==> src/rtl/acc_regbank_pkg.sv <==
package acc_regbank_pkg;
  localparam int unsigned NSLOT = 10;
  localparam int unsigned DW    = 8;
  localparam int unsigned AW    = 4;
  localparam int unsigned LO_W  = DW - 1;

  typedef enum logic [1:0] {SW_RW, SW_RO, SW_WO} sw_mode_e;
  typedef enum logic [1:0] {HW_RW, HW_RO, HW_WO, HW_NA} hw_mode_e;
  typedef enum logic [1:0] {KIND_STORE, KIND_CONST, KIND_WIRE} field_kind_e;

  typedef struct packed {
    sw_mode_e sw;
    hw_mode_e hw;
    logic     has_we;
  } policy_t;

  function automatic policy_t slot_policy(int s);
    case (s)
      0:       return '{SW_RW, HW_RW, 1'b1};
      1:       return '{SW_RW, HW_RO, 1'b0};
      2:       return '{SW_RW, HW_WO, 1'b1};
      3:       return '{SW_RW, HW_NA, 1'b0};
      4:       return '{SW_RO, HW_RW, 1'b1};
      5:       return '{SW_RO, HW_RO, 1'b0};
      6:       return '{SW_RO, HW_WO, 1'b0};
      7:       return '{SW_RO, HW_NA, 1'b0};
      8:       return '{SW_WO, HW_RW, 1'b1};
      default: return '{SW_WO, HW_RO, 1'b0};
    endcase
  endfunction

  function automatic logic [DW-1:0] pack_fields(logic [LO_W-1:0] lo, logic hi);
    return {hi, lo};
  endfunction

  function automatic logic [DW-1:0] slot_reset(int s);
    case (s)
      0:       return pack_fields(7'd10, 1'b0);
      1:       return pack_fields(7'd20, 1'b1);
      2:       return pack_fields(7'd30, 1'b0);
      3:       return pack_fields(7'd40, 1'b1);
      4:       return pack_fields(7'd50, 1'b0);
      5:       return pack_fields(7'd60, 1'b1);
      7:       return pack_fields(7'd80, 1'b0);
      8:       return pack_fields(7'd90, 1'b1);
      9:       return pack_fields(7'd100, 1'b0);
      default: return '0;
    endcase
  endfunction

  function automatic logic sw_can_read(policy_t p);
    return p.sw != SW_WO;
  endfunction

  function automatic logic sw_can_write(policy_t p);
    return p.sw != SW_RO;
  endfunction

  function automatic field_kind_e field_kind(policy_t p);
    if (sw_can_write(p) || p.has_we) return KIND_STORE;
    if (p.hw == HW_WO)               return KIND_WIRE;
    return KIND_CONST;
  endfunction
endpackage

==> src/rtl/acc_field_cell.sv <==
module acc_field_cell
  import acc_regbank_pkg::*;
#(
  parameter int unsigned W      = 7,
  parameter logic [W-1:0] RST   = '0,
  parameter field_kind_e  KIND  = KIND_STORE
) (
  input  logic         clk,
  input  logic         rst,
  input  logic         sw_we,
  input  logic [W-1:0] sw_d,
  input  logic         hw_we,
  input  logic [W-1:0] hw_d,
  output logic [W-1:0] q
);
  generate
    if (KIND == KIND_STORE) begin : g_store
      logic [W-1:0] q_r;
      always_ff @(posedge clk) begin
        if (rst)        q_r <= RST;
        else if (sw_we) q_r <= sw_d;
        else if (hw_we) q_r <= hw_d;
      end
      assign q = q_r;
    end else if (KIND == KIND_WIRE) begin : g_wire
      logic unused_wire;
      assign unused_wire = ^{clk, rst, sw_we, sw_d, hw_we};
      assign q = hw_d;
    end else begin : g_const
      logic unused_const;
      assign unused_const = ^{clk, rst, sw_we, sw_d, hw_we, hw_d};
      assign q = RST;
    end
  endgenerate
endmodule

==> src/rtl/acc_read_mux.sv <==
module acc_read_mux
  import acc_regbank_pkg::*;
(
  input  logic [AW-1:0] addr,
  input  logic [DW-1:0] slot_q [NSLOT],
  output logic [DW-1:0] rd_data
);
  always_comb begin
    rd_data = '0;
    for (int s = 0; s < NSLOT; s++) begin
      if (addr == AW'(s) && sw_can_read(slot_policy(s))) rd_data = slot_q[s];
    end
  end
endmodule

==> src/rtl/acc_policy_regbank.sv <==
module acc_policy_regbank
  import acc_regbank_pkg::*;
(
  input  logic          clk,
  input  logic          rst,
  input  logic          cpu_wr,
  input  logic          cpu_rd,
  input  logic [3:0]    cpu_addr,
  input  logic [7:0]    cpu_wdata,
  output logic [7:0]    cpu_rdata,
  output logic          cpu_rvalid,
  input  logic [7:0]    hw_s0_next,
  input  logic [1:0]    hw_s0_we,
  output logic [7:0]    hw_s0_q,
  output logic [7:0]    hw_s1_q,
  input  logic [7:0]    hw_s2_next,
  input  logic [1:0]    hw_s2_we_n,
  input  logic [7:0]    hw_s4_next,
  input  logic [1:0]    hw_s4_we,
  output logic [7:0]    hw_s4_q,
  output logic [7:0]    hw_s5_q,
  input  logic [7:0]    hw_s6_in,
  input  logic [7:0]    hw_s8_next,
  input  logic [1:0]    hw_s8_we,
  output logic [7:0]    hw_s8_q,
  output logic [7:0]    hw_s9_q
);
  logic [DW-1:0]    hw_next_a [NSLOT];
  logic [1:0]       hw_we_a   [NSLOT];
  logic [DW-1:0]    slot_q    [NSLOT];
  logic [NSLOT-1:0] sw_hit;
  logic [1:0]       hw_hit    [NSLOT];
  logic [DW-1:0]    rd_comb;

  always_comb begin
    for (int s = 0; s < NSLOT; s++) begin
      hw_next_a[s] = '0;
      hw_we_a[s]   = '0;
    end
    hw_next_a[0] = hw_s0_next;  hw_we_a[0] = hw_s0_we;
    hw_next_a[2] = hw_s2_next;  hw_we_a[2] = ~hw_s2_we_n;
    hw_next_a[4] = hw_s4_next;  hw_we_a[4] = hw_s4_we;
    hw_next_a[6] = hw_s6_in;
    hw_next_a[8] = hw_s8_next;  hw_we_a[8] = hw_s8_we;
  end

  generate
    for (genvar s = 0; s < NSLOT; s++) begin : g_slot
      localparam policy_t     POL  = slot_policy(s);
      localparam field_kind_e KIND = field_kind(POL);
      localparam logic [DW-1:0] RV = slot_reset(s);
      logic [LO_W-1:0] lo_q;
      logic            hi_q;

      assign sw_hit[s] = cpu_wr && (cpu_addr == AW'(s)) && sw_can_write(POL);
      assign hw_hit[s] = POL.has_we ? hw_we_a[s] : 2'b00;

      acc_field_cell #(.W(LO_W), .RST(RV[LO_W-1:0]), .KIND(KIND)) u_lo (
        .clk   (clk),
        .rst   (rst),
        .sw_we (sw_hit[s]),
        .sw_d  (cpu_wdata[LO_W-1:0]),
        .hw_we (hw_hit[s][0]),
        .hw_d  (hw_next_a[s][LO_W-1:0]),
        .q     (lo_q)
      );

      acc_field_cell #(.W(1), .RST(RV[DW-1]), .KIND(KIND)) u_hi (
        .clk   (clk),
        .rst   (rst),
        .sw_we (sw_hit[s]),
        .sw_d  (cpu_wdata[DW-1]),
        .hw_we (hw_hit[s][1]),
        .hw_d  (hw_next_a[s][DW-1]),
        .q     (hi_q)
      );

      assign slot_q[s] = pack_fields(lo_q, hi_q);
    end
  endgenerate

  acc_read_mux u_mux (
    .addr    (cpu_addr),
    .slot_q  (slot_q),
    .rd_data (rd_comb)
  );

  always_ff @(posedge clk) begin
    if (rst) begin
      cpu_rdata  <= '0;
      cpu_rvalid <= 1'b0;
    end else begin
      cpu_rvalid <= cpu_rd;
      if (cpu_rd) cpu_rdata <= rd_comb;
    end
  end

  assign hw_s0_q = slot_q[0];
  assign hw_s1_q = slot_q[1];
  assign hw_s4_q = slot_q[4];
  assign hw_s5_q = slot_q[5];
  assign hw_s8_q = slot_q[8];
  assign hw_s9_q = slot_q[9];
endmodule

==> config.mk <==
export PLATFORM = sky130hd
export DESIGN_NAME = acc_policy_regbank
export DESIGN_NICKNAME = d
export VERILOG_FILES = /design/src/rtl/acc_regbank_pkg.sv /design/src/rtl/acc_field_cell.sv /design/src/rtl/acc_read_mux.sv /design/src/rtl/acc_policy_regbank.sv
export SDC_FILE = /design/constraint.sdc
export NUM_CORES = 1
export LEC_CHECK = 0
export BUFFER_PORTS_ARGS = -buffer_cell sky130_fd_sc_hd__buf_2
export CAP_MARGIN = 15
export CORE_UTILIZATION = 53
export CTS_CLUSTER_SIZE = 28
export DETAILED_ROUTE_END_ITERATION = 12
export PLACE_DENSITY = 0.92
export SKIP_CTS_REPAIR_TIMING = 1
export SYNTH_ARGS = -nofsm -noshare
export SYNTH_HDL_FRONTEND = slang
export SYNTH_SLANG_ARGS = --single-unit
==> constraint.sdc <==
create_clock -name clk -period 3.9 [get_ports clk]
set_input_delay 0.39 -clock clk [delete_from_list [all_inputs] [get_ports clk]]
set_output_delay 0.39 -clock clk [all_outputs]
set_load 0.02 [all_outputs]
==> results_dict.tcl, run 1 <==
set metrics [dict create \
    placed_area_sq_mm 0.00365 \
    wl_per_cell_um 16.6 \
    critPathMaxFanout 20 \
    numCtsBuffers 9 \
    yosys-top-cells-count "dfxtp_1 (65), nor2_1 (48), mux2i_1 (35)" \
    synth_cell_type_count 36 \
    port-buffer-count 112 \
    synth-main-ff-cell "dfxtp_1" \
    track_usage_pct 27.5 \
    final_area_sq_mm 0.00382 \
    min_period_ps 2150 \
    yosysWarnings 0 \
    antennaDiodeCount 0 \
    die_y_um 79.7 \
    clk_pin_slew_ps 80 \
    gr-total-overflow 0 \
    grt_max_degree 39 \
    max-slew-margin-rel_pct 39.9 \
    drt-met1-wl_mm 3.42 \
    ir_drop_v 0.000307 \
    p_int_uw 1080 \
    combinationalPowerShare_pct 15.9 \
    syn2layout_area_growth_pct 19.5 \
    ys_async_sr_fraction_pct 0 \
    drcViolationCount 0 \
    outcome "finished clean" \
    instances_no_fill 515 \
    finalNetCount 503 \
    met3WireLength_um 814 \
    fmax_ghz 0.464 \
    clk_path_buf_depth 2 \
    powerDensity_mw_per_mm2 392 \
    period_share_pct 55.2 \
    p_seq_share_pct 47.9 \
    first_global_vias 2745 \
    tns_ps 0 \
    ant_nets 0 \
    start_util_pct 56.4 \
    synth_seq_area_share_pct 40.7 \
    dr.first_iter.drc_count 216 \
    cp-start-kind "primary input" \
    slew_viol_final 0 \
    drive_above_1_share_pct 31.8 \
    power.switching_uw 415 \
    drtPass1Iterations 5 \
    clock_sinks 65 \
    cap_violations 0 \
    leakagePower_uw 0.00176 \
    pwr-share-clk_pct 36.2 \
    grt_pass1_wl_mm 13.0 \
    syn-cell-area_sq_mm 0.00320 \
    dp_hpwl_mm 6.05 \
    gp_congestion 0.860 \
    crit_type "in2reg" \
    worstPathRequired_ps 4140 \
    avgSynthCellArea_sq_um 9.19 \
    rsz0062_at_grt "no" \
    vias 2966 \
    hold_path.class "in2reg" \
    grt_antenna_before_repair 0 \
    wl_met2_mm 4.02 \
    synth_edf_count 0 \
    synth-seq-cells 65 \
    synth_top_area_cell "dfxtp_1" \
    synth_most_common_cell "dfxtp_1" \
    die_x_um 79.7 \
    top_layer_used "met4" \
    syn_inst 348 \
    worstMarginPinSlew_ps 897 \
    clockRootBuffer "clkbuf_8" \
    cp-end-kind "flip-flop" \
    total_power_uw 1500 \
    insertion_delay_ps 350 \
    sw_frac_of_total_pct 27.7 \
    ios 121 \
    post-place-cells 500 \
    rows 27 \
    skew_ps 8.78 \
    die_area_sq_mm 0.00635 \
    crit_arrival_ps 2390 \
    ys_top_cells_by_area "dfxtp_1 (41%), mux2i_1 (11%), nor2_1 (5.6%), nor2b_1 (4.3%), a211oi_1 (4.0%)" \
    wl_mm 8.54 \
    core_sq_mm 0.00568 \
    htreeDepth 3 \
    routed_via_density 5.76 \
    setup_viol 0 \
    yosysTopAreaCellShare_pct 40.7 \
    hold_viol 0 \
    cts_tree "done" \
]
==> metal layers <==
metal  track usage, %  vias to the layer above
met5                0                        -
met4             17.5                        0
met1             32.4                     1375
li1                 -                     1388
met2             43.5                      176
met3             8.23                       27
==> flip-flops by register name, indices dropped and copies added, names as in the netlist <==
register / count
cpu_rvalid: 1
g_slot.u_hi.q: 7
g_slot.u_lo.q: 49
cpu_rdata: 8
==> critical path: stages <==
cell and delay [ps]:
buf_2 370, nand3b_1 380, nor3_2 780, nor2b_1 130, a211o_1 330
==> path summary, 6_finish.rpt <==
path,from,end,slack (ps),cells past startpoint
hold reg to reg,g_slot[9].u_lo.q[5],g_slot[9].u_lo.q[5],470,1
setup reg to reg,g_slot[1].u_lo.q[6],cpu_rdata[6],2770,4
hold / removal,hw_s4_next[1],g_slot[4].u_lo.q[1],250,2
setup / recovery,cpu_addr[0],g_slot[1].u_hi.q,1750,5
==> cells by family (layout without fill, tap and decap cells) <==
group | Yosys count | count (layout) | synth area share (%)
DFF | 65 | 65 | 40.7
AOI/OAI and AO/OA | 87 | 87 | 19.9
other | 2 | 8 | 0.235
muxes | 42 | 42 | 14.8
and+or+nand+nor | 109 | 109 | 16.7
buffers and inverters | 43 | 132 | 7.74
==> area by class of cell <==
class / instances / area, sq um
clock inverters: 4 / 45.0
multi-input cells: 246 / 1670
repair buffers: 113 / 568
inverters: 4 / 15.0
fillers: 466 / 1850
well taps: 72 / 90.1
clock buffers: 11 / 131
flip-flops and latches: 65 / 1300
==> power groups by stage <==
stage / sequential, uW / clock (uW) / combinational (uW)
floorplan: 754 / 0 / 136
global route: 719 / 574 / 258
global placement: 731 / 0 / 229
detailed placement: 731 / 0 / 236
finish: 717 / 543 / 239
CTS: 716 / 549 / 237
==> placed cells by master (no fill, tap or decap), drive strengths merged, types with 2 or more instances in the layout <==
| cell | Yosys | final |
|---|---|---|
| buf | 24 | 113 |
| dfxtp | 65 | 65 |
| nor2 | 48 | 48 |
| mux2i | 35 | 35 |
| a211oi | 23 | 23 |
| nor2b | 22 | 22 |
| nand2 | 15 | 15 |
| a21oi | 15 | 15 |
| o21ai | 13 | 13 |
| o21bai | 13 | 13 |
| clkbuf | 15 | 11 |
| a211o | 9 | 9 |
| nand2b | 8 | 8 |
| conb | 2 | 8 |
| mux4 | 4 | 4 |
| inv | 4 | 4 |
| a311oi | 4 | 4 |
| nand3b | 4 | 4 |
| nand3 | 3 | 3 |
| a2bb2oi | 3 | 3 |
| mux2 | 3 | 3 |
| clkinv | 0 | 3 |
| nor3 | 3 | 3 |
| o22ai | 2 | 2 |
| and3 | 2 | 2 |
| o2bb2ai | 2 | 2 |
==> metrics by stage <==
| step | setup WS (ps) | util (%) | hold slack (ps) |
|---|---|---|---|
| floorplan | 2250 | - | 450 |
| global placement | 1620 | 64.3 | 448 |
| detailed placement | 1420 | 64.3 | 458 |
| CTS | 1800 | 67.4 | 243 |
| global route | 1610 | 67.4 | 240 |
| finish | 1750 | 67.4 | 252 |
Note: power is estimated with default switching activity, not from simulation.
==> run 2: changes to the inputs <==
- ABC_AREA: not set -> 1
- CORE_UTILIZATION: 53 -> 48
- PLACE_DENSITY: 0.92 -> 0.86
- clock period: 3.9 -> 2 ns (I/O delays scaled with it)
==> run 2 against run 1 <==
Against the previous run:
- first-iteration DRC count is 1.9% higher
- flip-flop and latch count stayed put
- synthesized area is 4.9% lower
- utilization is 5.1 points lower
- worst setup slack worse by 1000 ps
- count of clock-buffer cells in the layout stayed put
- global-route usage is 1.2 points lower
- sequential power is 94% higher
- final cell count is 21% higher
- critical path depth is 4 higher
==> results_dict.tcl, run 2 <==
set metrics [dict create \
    outcome "finished clean" \
    cp-start-kind "primary input" \
    worst_slack_ps 750 \
    finalNetCount 607 \
    wl_mm 8.50 \
    drcViolationCount 0 \
    yosys.area_share.simple_pct 30.2 \
    hold_ws_ps 76.5 \
    cts_tree "done" \
    cpMaxStageDelayCell "nor2_2" \
    yosysTopAreaCellShare_pct 42.8 \
    die_area_sq_mm 0.00666 \
    synth-seq-cells 65 \
    vias 3152 \
    fmax_ghz 0.800 \
    die_x_um 81.6 \
    placed_area_sq_mm 0.00358 \
    instances_no_fill 621 \
    synth_top_area_cell "dfxtp_1" \
    critical_path.top_delay_family "simple AND/OR/NAND/NOR gates" \
    avgSynthCellArea_sq_um 6.99 \
    cp-end-kind "flip-flop" \
    hold_path.class "in2reg" \
    p_seq_share_pct 49.5 \
    sw_frac_of_total_pct 28.7 \
    ys_top_cells_by_area "dfxtp_1 (43%), nand2_1 (13%), nor2_1 (6.5%), nand3_1 (6.1%), a21oi_1 (5.6%)" \
    htreeDepth 3 \
    clk_pin_slew_ps 70 \
    ant_nets 0 \
    grt_max_degree 41 \
    combinationalPowerShare_pct 15.3 \
    rows 28 \
    multiInputGateArea_sq_mm 0.00143 \
    synth_compound_area_share_pct 15.3 \
    start_util_pct 50.5 \
    skew_ps 6.53 \
    port-buffer-count 112 \
    path_cells "buf_2 -> inv_1 -> nand2_1 -> nor2_4 -> inv_1 -> nor2_2 -> inv_1 -> nor2_1 -> nor2_1" \
    yosys.area_share.adder_pct 0 \
    antennaDiodeCount 0 \
    synthMuxAreaShare_pct 0.658 \
    insertion_delay_ps 350 \
    syn_inst 435 \
    core_sq_mm 0.00603 \
    largest_register_ffs 49 \
    period_share_pct 62.5 \
    grt_pass1_wl_mm 13.0 \
    worstMarginPinSlew_ps 560 \
    slew_viol_final 0 \
    min_period_ps 1250 \
    yosys-top-cells-count "nand2_1 (107), dfxtp_1 (65), nor2_1 (53)" \
    first_global_vias 2839 \
    synth-main-ff-cell "dfxtp_1" \
    critPathMaxFanout 12 \
    setup_viol 0 \
    synth_most_common_cell "nand2_1" \
    yosysWarnings 0 \
    crit_type "in2reg" \
    routed_via_density 5.08 \
    clk_path_buf_depth 2 \
    hold_viol 0 \
    max-slew-margin-rel_pct 62.3 \
    wl_per_cell_um 13.7 \
    gr-total-overflow 0 \
    ys_async_sr_fraction_pct 0 \
    drive_above_1_share_pct 26.7 \
    mostFrequentLayoutCells "buf_2 (112), nand2_1 (107), dfxtp_1 (65), nor2_1 (53), inv_1 (38)" \
    seq_area_sq_mm 0.00130 \
    grt_antenna_before_repair 0 \
    post-place-cells 607 \
    synth_cell_type_count 26 \
    final_area_sq_mm 0.00375 \
    synth_top_family_by_area "simple AND/OR/NAND/NOR gates" \
    leakagePower_uw 0.00191 \
    drtPass1Iterations 5 \
    pwr-share-clk_pct 35.2 \
    numCtsBuffers 9 \
    die_y_um 81.6 \
    gp_congestion 0.918 \
    synth_edf_count 0 \
    powerDensity_mw_per_mm2 751 \
    dp_hpwl_mm 6.37 \
    cp_common_cell "inv_1" \
    cap_violations 0 \
    ios 121 \
    p_int_uw 2010 \
    dr.first_iter.drc_count 220 \
    track_usage_pct 26.4 \
    ir_drop_v 0.000373 \
    power.switching_uw 808 \
    rsz0062_at_grt "no" \
    clock_sinks 65 \
    syn-cell-area_sq_mm 0.00304 \
    synth_seq_area_share_pct 42.8 \
    place_ws_ps 395 \
    clockRootBuffer "clkbuf_8" \
    layout_commonest_cell "buf_2" \
    crit_arrival_ps 1480 \
    worstPathRequired_ps 2230 \
    synthXorXnorAreaFrac_pct 0 \
    tns_ps 0 \
    syn2layout_area_growth_pct 23.4 \
    fillCellCount 576 \
    slowest_delay_ps 300 \
    worstPathBufferInverterCount 4 \
]
[run 2: cell types whose count changed after synthesis, moves of 7 or more]
cell	delta
nor2b_1	-22
nand3_1	+34
o21bai_1	-13
inv_1	+34
clkbuf_1	-8
nand2b_1	-8
a211oi_1	-17
a211o_1	-9
o211ai_1	+7
mux2i_1	-33
o21ai_0	+16
nand2_1	+92
a21oi_1	+19
[run 2: kinds of logic after synthesis]
| group | count (synthesis) |
|---|---|
| simple gates | 214 |
| mux | 2 |
| buf+inv | 69 |
| other cells | 2 |
| compound gates | 83 |
| flops | 65 |
[run 2: stage by stage]
step	total power (uW)	util, %
detailed placement	1850	59.5
floorplan	1690	-
global route	2940	62.3
global placement	1840	59.5
CTS	2830	62.3
finish	2820	62.3
[run 2: worst register-to-register path: stages, from the launching register on]
cell and delay, ps:
dfxtp_1 330, nand2_1 80, nand3_1 90, a21oi_1 190, nand3_1 110, nand2_1 80
inv_1 40
[run 2: worst paths after layout]
path                  startpoint                  end  slack [ps]  depth (start not counted)
max                  cpu_addr[2]  g_slot[3].u_lo.q[1]         750                          9
max reg2reg  g_slot[0].u_lo.q[6]         cpu_rdata[6]         970                          6
min reg2reg         cpu_rdata[5]         cpu_rdata[5]         470                          2
min                hw_s4_next[4]  g_slot[4].u_lo.q[4]          80                          3
[run 2: final cells by class]
class | count | area share (%)
multi-input combinational | 307 | 38.1
sequential | 65 | 34.7
timing repair buffer | 116 | 15.7
inverter | 44 | 4.47
clock buffer | 11 | 4.03
tap | 75 | 2.50
clock inverter | 3 | 0.467
[run 2: power groups by stage]
stage	clock [uW]	sequential, uW	combinational [uW]
2_1_floorplan	0	1470	218
3_3_place_gp	0	1420	420
3_5_place_dp	0	1420	428
4_1_cts	1000	1390	431
5_1_grt	1060	1400	482
6_report	991	1390	431
[run 2: routing by layer]
layer / GRT usage (%) / vias to the layer above / part of all wire [%]
met5: 0 / - / 0
met4: 14.4 / 0 / 2.8
met3: 4.78 / 20 / 8.1
met2: 43.2 / 145 / 46
met1: 32.7 / 1373 / 43
li1: - / 1614 / -
==> run 3: changes to the inputs <==
- clock period: 2 -> 1.2 ns (I/O delays scaled with it)
==> run 3 against run 2 <==
Against the previous run:
- the flow now finishes with violations (negative hold slack)
- final cell count up 5.3%
- global-route usage up 1.7 points
- count of clock-buffer cells in the layout down 1
- routed wire length up 4.1%
- register-to-register slack worse by 790 ps
- combinational power up 83%
- worst setup slack worse by 590 ps
- non-clock buffer count up 32
- sequential share of layout area down 2.7 points
==> results_dict.tcl, run 3 (synthesis results as in run 2) <==
set metrics [dict create \
    place_ws_ps -132 \
    grt_max_degree 41 \
    slew_viol_final 0 \
    gr-total-overflow 0 \
    critical_path.top_delay_family "flip-flops" \
    drtPass1Iterations 5 \
    grt_pass1_wl_mm 14.0 \
    die_x_um 81.6 \
    violations "negative hold slack" \
    start_util_pct 50.5 \
    cpMaxStageDelayCell "dfxtp_1" \
    clockRootBuffer "clkbuf_8" \
    syn2layout_area_growth_pct 33.8 \
    top_layer_used "met4" \
    ios 121 \
    hold_path.class "in2reg" \
    worst_slack_ps 160 \
    vias 3383 \
    crit_type "reg2out" \
    numCtsBuffers 9 \
    insertion_delay_ps 350 \
    critPathMaxFanout 3 \
    grt_antenna_before_repair 0 \
    track_usage_pct 28.0 \
    fillCellCount 535 \
    worstPathBufferInverterCount 1 \
    met3WireLength_um 741 \
    htreeDepth 3 \
    tns_ps 0 \
    hold_ws_ps -3.74 \
    cts_tree "done" \
    ir_drop_v 0.00125 \
    slowest_delay_ps 390 \
    wl_met2_mm 4.26 \
    finalNetCount 639 \
    clk_pin_slew_ps 70 \
    antennaDiodeCount 0 \
    dp_hpwl_mm 6.90 \
    setup_viol 0 \
    period_share_pct 86.6 \
    wl_per_cell_um 13.5 \
    wl_mm 8.85 \
    port-buffer-count 112 \
    ant_nets 0 \
    powerDensity_mw_per_mm2 1270 \
    rsz0062_at_grt "no" \
    first_global_vias 3171 \
    path_cells "buf_2" \
    clk_path_buf_depth 2 \
    cp-start-kind "flip-flop" \
    cp-end-kind "output pin" \
    gp_congestion 0.899 \
    mostFrequentLayoutCells "buf_2 (112), nand2_1 (107), dfxtp_1 (65), nor2_1 (53), inv_1 (38)" \
    layout_commonest_cell "buf_2" \
    leakagePower_uw 0.00209 \
    clock_sinks 65 \
    skew_ps 10.3 \
    die_area_sq_mm 0.00666 \
    drive_above_1_share_pct 30.7 \
    drt-met1-wl_mm 3.66 \
    largest_register_ffs 49 \
    crit_arrival_ps 920 \
    hold_viol 1 \
    core_sq_mm 0.00603 \
    fmax_ghz 0.962 \
    outcome "finished, violations left" \
    dr.first_iter.drc_count 198 \
    routed_via_density 5.17 \
    cap_violations 0 \
    drcViolationCount 0 \
    rows 28 \
    min_period_ps 1040 \
    worstPathRequired_ps 1080 \
    die_y_um 81.6 \
]
==> run 3: cell types whose count changed in the layout (fill, tap and decap cells not counted) <==
cell	delta
buf_12	+2
buf_4	+29
bufinv_16	+2
clkbuf_8	-1
clkinv_2	-1
clkinvlp_4	+1
dlygate4sd3_1	+1
==> run 3: tightest hold or removal path: stages <==
cell and delay (ps):
buf_2 80, nand2_1 40, nand3_1 70
==> run 3: routing by layer <==
metal,vias up,GRT usage [%]
met3,21,7.33
met2,153,48.7
met5,-,0
met4,0,11.6
met1,1533,32.6
li1,1676,-
==> run 3: worst paths after layout <==
path | start | endpoint | slack, ps | cells past startpoint
min | hw_s4_next[1] | g_slot[4].u_lo.q[1] | -4 | 3
max | g_slot[0].u_lo.q[2] | hw_s0_q[2] | 160 | 1
max reg2reg | g_slot[2].u_lo.q[1] | cpu_rdata[1] | 180 | 8
min reg2reg | cpu_rdata[0] | cpu_rdata[0] | 470 | 2
==> run 3: through the flow <==
step	cell area (sq um)	std cells	util, %	total power, uW
2_1_floorplan	3060	441	-	2820
3_3_place_gp	3840	638	63.8	3130
3_5_place_dp	3840	638	63.8	3160
4_1_cts	4060	653	67.4	5190
5_1_grt	4070	654	67.5	5390
6_report	4070	654	67.5	5170
==> run 3: final cells by class <==
class / count / area [sq um] / area share (%)
clock buffers: 10 / 138 / 3.38
repair buffers: 148 / 858 / 21.1
flip-flops and latches: 65 / 1300 / 32.0
well taps: 75 / 93.8 / 2.31
multi-input cells: 307 / 1430 / 35.2
clock inverters: 5 / 80.1 / 1.97
inverters: 44 / 168 / 4.12
==> run 3: power breakdown <==
group          internal, uW  switching, uW
logic                   307            483
clock network          1210            840
registers              2260           64.2
